## src/rtl/cart_bank_latch.sv

```systemverilog
module cart_bank_latch #(
  parameter int ADDR_W = 16,
  parameter int DATA_W = 8,
  parameter int BANK_W = 5,
  parameter int CHR_W  = 2
) (
  input  logic                      clk,
  input  logic                      rst_n,
  input  logic [ADDR_W-1:0]         cpu_addr,
  input  logic [DATA_W-1:0]         cpu_data,
  input  logic                      cpu_wr,
  input  logic [DATA_W-1:0]         rom_q,
  input  logic [2:0]                rom_banks_log2,
  input  logic [1:0]                chr_ram_size,
  input  logic                      flash_en,
  output logic [BANK_W-1:0]         rom_bank_addr,
  output logic [CHR_W-1:0]          chr_bank_addr,
  output logic                      nt_screen_b,
  output logic                      flash_cmd_wr
);
  localparam int CHR_LSB = 5;
  localparam int NT_BIT  = DATA_W - 1;

  logic [DATA_W-1:0] latch_q;
  logic [BANK_W-1:0] bank_mask;
  logic [CHR_W-1:0]  chr_mask;

  wire in_cart   = cpu_addr[ADDR_W-1];
  wire hi_window = cpu_addr[ADDR_W-2];
  wire wr_cart   = cpu_wr && in_cart;
  wire load_en   = wr_cart && (!flash_en || hi_window);
  wire [DATA_W-1:0] load_val = (flash_en || cpu_data == rom_q) ? cpu_data : '0;

  always_ff @(posedge clk or negedge rst_n)
    if (!rst_n)       latch_q <= '0;
    else if (load_en) latch_q <= load_val;

  always_comb begin
    bank_mask = '0;
    for (int i = 0; i < BANK_W; i++)
      if (i < int'(rom_banks_log2)) bank_mask[i] = 1'b1;
  end

  always_comb
    case (chr_ram_size)
      2'd0:    chr_mask = '0;
      2'd1:    chr_mask = CHR_W'(1);
      default: chr_mask = '1;
    endcase

  assign rom_bank_addr = hi_window ? bank_mask : (latch_q[BANK_W-1:0] & bank_mask);
  assign chr_bank_addr = latch_q[CHR_LSB +: CHR_W] & chr_mask;
  assign nt_screen_b   = latch_q[NT_BIT];
  assign flash_cmd_wr  = wr_cart && flash_en && !hi_window;

  AST_CONFLICT_MATCH: assert property (@(posedge clk) disable iff (!rst_n)
    (cpu_wr && in_cart && !flash_en && cpu_data == rom_q) |=> latch_q == $past(cpu_data));
  AST_CONFLICT_ZERO: assert property (@(posedge clk) disable iff (!rst_n)
    (cpu_wr && in_cart && !flash_en && cpu_data != rom_q) |=> latch_q == '0);
  AST_FLASH_LOAD: assert property (@(posedge clk) disable iff (!rst_n)
    (cpu_wr && in_cart && hi_window && flash_en) |=> latch_q == $past(cpu_data));
  AST_FLASH_LOW_HOLD: assert property (@(posedge clk) disable iff (!rst_n)
    (flash_cmd_wr) |=> $stable(latch_q));
  AST_IDLE_HOLD: assert property (@(posedge clk) disable iff (!rst_n)
    (!cpu_wr || !in_cart) |=> $stable(latch_q));
endmodule

```

## config.mk

```make
export PLATFORM = sky130hd
export DESIGN_NAME = cart_bank_latch
export DESIGN_NICKNAME = d
export VERILOG_FILES = /design/src/rtl/cart_bank_latch.sv
export SDC_FILE = /design/constraint.sdc
export NUM_CORES = 1
export LEC_CHECK = 0
export BUFFER_PORTS_ARGS = -buffer_cell sky130_fd_sc_hd__clkbuf_2
export CORE_MARGIN = 2
export CORE_UTILIZATION = 37
export DETAILED_ROUTE_END_ITERATION = 8
export GPL_TIMING_DRIVEN = 0
export MAX_ROUTING_LAYER = met4
export PLACE_DENSITY = 0.92
export RECOVER_POWER = 50
export SLEW_MARGIN = 20
export SYNTH_ARGS = -nofsm -noshare
export SYNTH_HDL_FRONTEND = slang
export SYNTH_SLANG_ARGS = --single-unit
```

## constraint.sdc

```tcl
create_clock -name clk -period 1.3 [get_ports clk]
set_input_delay 0.26 -clock clk [delete_from_list [all_inputs] [get_ports clk]]
set_output_delay 0.26 -clock clk [all_outputs]
set_load 0.1 [all_outputs]
```

==> impl_metrics.json <==
{
  "status": "finished, violations left",
  "violations": "setup timing",
  "grt_max_degree": 9,
  "hold_path.startpoint": "cpu_data[7]",
  "worstSetupStartpointType": "flip-flop",
  "grt_pass1_wl_mm": 2.48,
  "die_x_um": 41.6,
  "place_hpwl_mm": 1.03,
  "worst_hold_path.endpoint": "latch_q[7]$_DFFE_PN0P_",
  "power.density_nw_per_um2": 1090,
  "remaining_drc_errors": 0,
  "cap_violations": 0,
  "cts_tree": "built",
  "arrival_ns": 1.08,
  "avgViaCountPerCell": 5.01,
  "drt_pass1_iterations": 4,
  "power.leakage_nw": 0.472,
  "synth.net_count": 89,
  "num_antenna_cells": 0,
  "reg2reg_to": "latch_q[6]$_DFFE_PN0P_",
  "wire_per_inst_um": 14.1,
  "largest_reg_flops": 8,
  "finClkSkew_ns": 0,
  "htreeDepth": 1,
  "path_clk_slew_ns": 0.05,
  "holdWs_ns": 0.291,
  "rsz0062_at_grt": "true",
  "portBuffers": 35,
  "end_kind": "primary output",
  "num_vias": 531,
  "grt_usage_pct": 19.2,
  "hold_path.class": "input port to flip-flop",
  "stdcell_count": 106,
  "die_h_um": 41.6,
  "synth_cell_type_count": 16,
  "ir_worst_vdd_v": 0.000689,
  "std_cell_rows": 13,
  "routabilityCongestion": 0.795,
  "design.die.area_sq_um": 1730,
  "grt_antenna_before_repair": 0,
  "worstPathMaxFanout": 2,
  "whs_path_depth": 3,
  "syn-cell-area_sq_um": 523,
  "synth_cells": 48,
  "drt_iter0_markers": 9,
  "ys_seq_area_share_pct": 38.3,
  "cts_max_path_buffers": 2,
  "fin_crit_sh_pct": 103,
  "ant_nets": 0,
  "fin_ws_ns": -0.0354,
  "slew_violations": 0,
  "num_io_pins": 50,
  "setup-tns-final_ns": -0.0519,
  "reg2reg_from": "latch_q[6]$_DFFE_PN0P_",
  "setup_viol": 2,
  "root_buffer": "clkbuf_4",
  "layout_min_cycle_time_ns": 1.34,
  "top_register": "latch_q",
  "ff2ff_path_depth": 3,
  "pre_cts_slack_ns": -0.0916,
  "overflow": 0,
  "clk-insertion-delay-late_ns": 0.25,
  "fmax_mhz": 749,
  "drive_above_1_share_pct": 60.4,
  "rrSetupSlack_ns": 0.44,
  "nets": 134,
  "ys_ff_latch": 8,
  "grt_pass1_vias": 549,
  "synthToLayoutAreaGrowth_pct": 83.5,
  "worstPathRequired_ns": 1.04,
  "ys.warnings.count": 0,
  "final_hold_viol_count": 0,
  "worst_pin_slew_ns": 0.616,
  "critPathKind": "flip-flop to primary output",
  "cts_buffers": 3,
  "top_regs": "latch_q x8",
  "numPlacedInstances": 98,
  "slew_headroom_pct": 58.6,
  "synth.avg_cell_area_sq_um": 10.9,
  "totalWireLength_mm": 1.50,
  "start_util_pct": 39.7,
  "core-area_sq_um": 1320,
  "cts.sinks": 8
}
cell usage after synthesis, drive strengths merged:
| cell | number | area share [%] |
|---|---|---|
| nor2 | 10 | 7.2 |
| dfrtp | 8 | 38 |
| mux2i | 8 | 15 |
| xor2 | 8 | 13 |
| a21oi | 2 | 4.1 |
| nor4 | 2 | 4.8 |
| o21a | 2 | 2.9 |
| a211oi | 1 | 3.8 |
| and2 | 1 | 1.2 |
| inv | 1 | 0.72 |
| nand2 | 1 | 0.72 |
| nor3b | 1 | 1.4 |
| o221a | 1 | 2.2 |
| o22a | 1 | 1.9 |
| o32a | 1 | 2.2 |
final cells by class:
cell class | count | area, sq um
clock buffers | 3 | 22.5
fillers | 95 | 358
inverters | 1 | 3.75
multi-input cells | 39 | 367
flip-flops and latches | 8 | 200
well taps | 15 | 18.8
repair buffers | 40 | 348
critical path: stages (launching register included):
cell       delay [ns]
dfrtp_1          0.40
o221a_4          0.23
clkbuf_16        0.19
power by group:
group	switching (mW)	internal, mW	total, mW
sequential	0.0243	0.286	0.310
clock	0.0847	0.106	0.190
combinational	0.329	0.218	0.547
total	0.438	0.610	1.05
metrics by stage:
| step | utilization, % | instance area [sq um] | power [mW] |
|---|---|---|---|
| final | 72.8 | 960 | 1.05 |
| after global routing | 72.8 | 960 | 1.09 |
| after CTS | 71.5 | 942 | 1.04 |
| after detailed placement | 56.7 | 747 | 0.730 |
| after global placement | 56.7 | 747 | 0.722 |
| after floorplan | - | 553 | 0.626 |
layout by cell type, fill, tap and decap left out, drive strengths merged:
cell          n
a211oi        1
o21a          2
o221a         1
clkbuf       38
buf           4
nor4          2
nor2         10
inv           1
and2          1
nand2         1
mux2i         8
o32a          1
xor2          8
dfrtp         8
a21oi         2
nor3b         1
o22a          1
dlygate4sd3   1
routing by layer:
| metal | up-vias | GRT usage (%) | part of all wire (%) |
|---|---|---|---|
| li1 | 258 | - | - |
| met1 | 249 | 22.0 | 41 |
| met2 | 24 | 31.6 | 53 |
| met3 | 0 | 6.09 | 5.5 |
| met4 | 0 | 6.45 | 0 |
| met5 | - | - | 0 |
kinds of logic after synthesis:
group / after synthesis / share of synthesized area (%)
AND/OR/NAND/NOR: 15 / 15.3
flip-flops: 8 / 38.3
multiplexers: 8 / 15.3
XOR/XNOR: 8 / 13.4
AO/OA/AOI/OAI: 8 / 17.0
buffers and inverters: 1 / 0.717
worst max-delay path by stage:
| stage | start | endpoint | slack, ns | depth (start not counted) |
|---|---|---|---|---|
| 3_5_place_dp | rom_banks_log2[2] | rom_bank_addr[0] | -0.09 | 3 |
| 4_1_cts | latch_q[4]$_DFFE_PN0P_ | rom_bank_addr[4] | -0.05 | 2 |
| 5_1_grt | latch_q[4]$_DFFE_PN0P_ | rom_bank_addr[4] | -0.05 | 2 |
| 2_1_floorplan | cpu_wr | flash_cmd_wr | -0.12 | 2 |
| 3_3_place_gp | rom_banks_log2[2] | rom_bank_addr[0] | -0.09 | 3 |
| 6_report | latch_q[4]$_DFFE_PN0P_ | rom_bank_addr[4] | -0.04 | 2 |
repair_timing:
| item | CTS | global route |
|---|---|---|
| pin swaps | 4 | 0 |
| resized for setup | 24 | 2 |
| hold endpoints to repair | 8 | 0 |
| hold buffers | 1 | 0 |
| buffers inserted | 2 | 2 |
| endpoints found under the setup margin | 9 | 5 |
(Power assumes the default switching activity.)
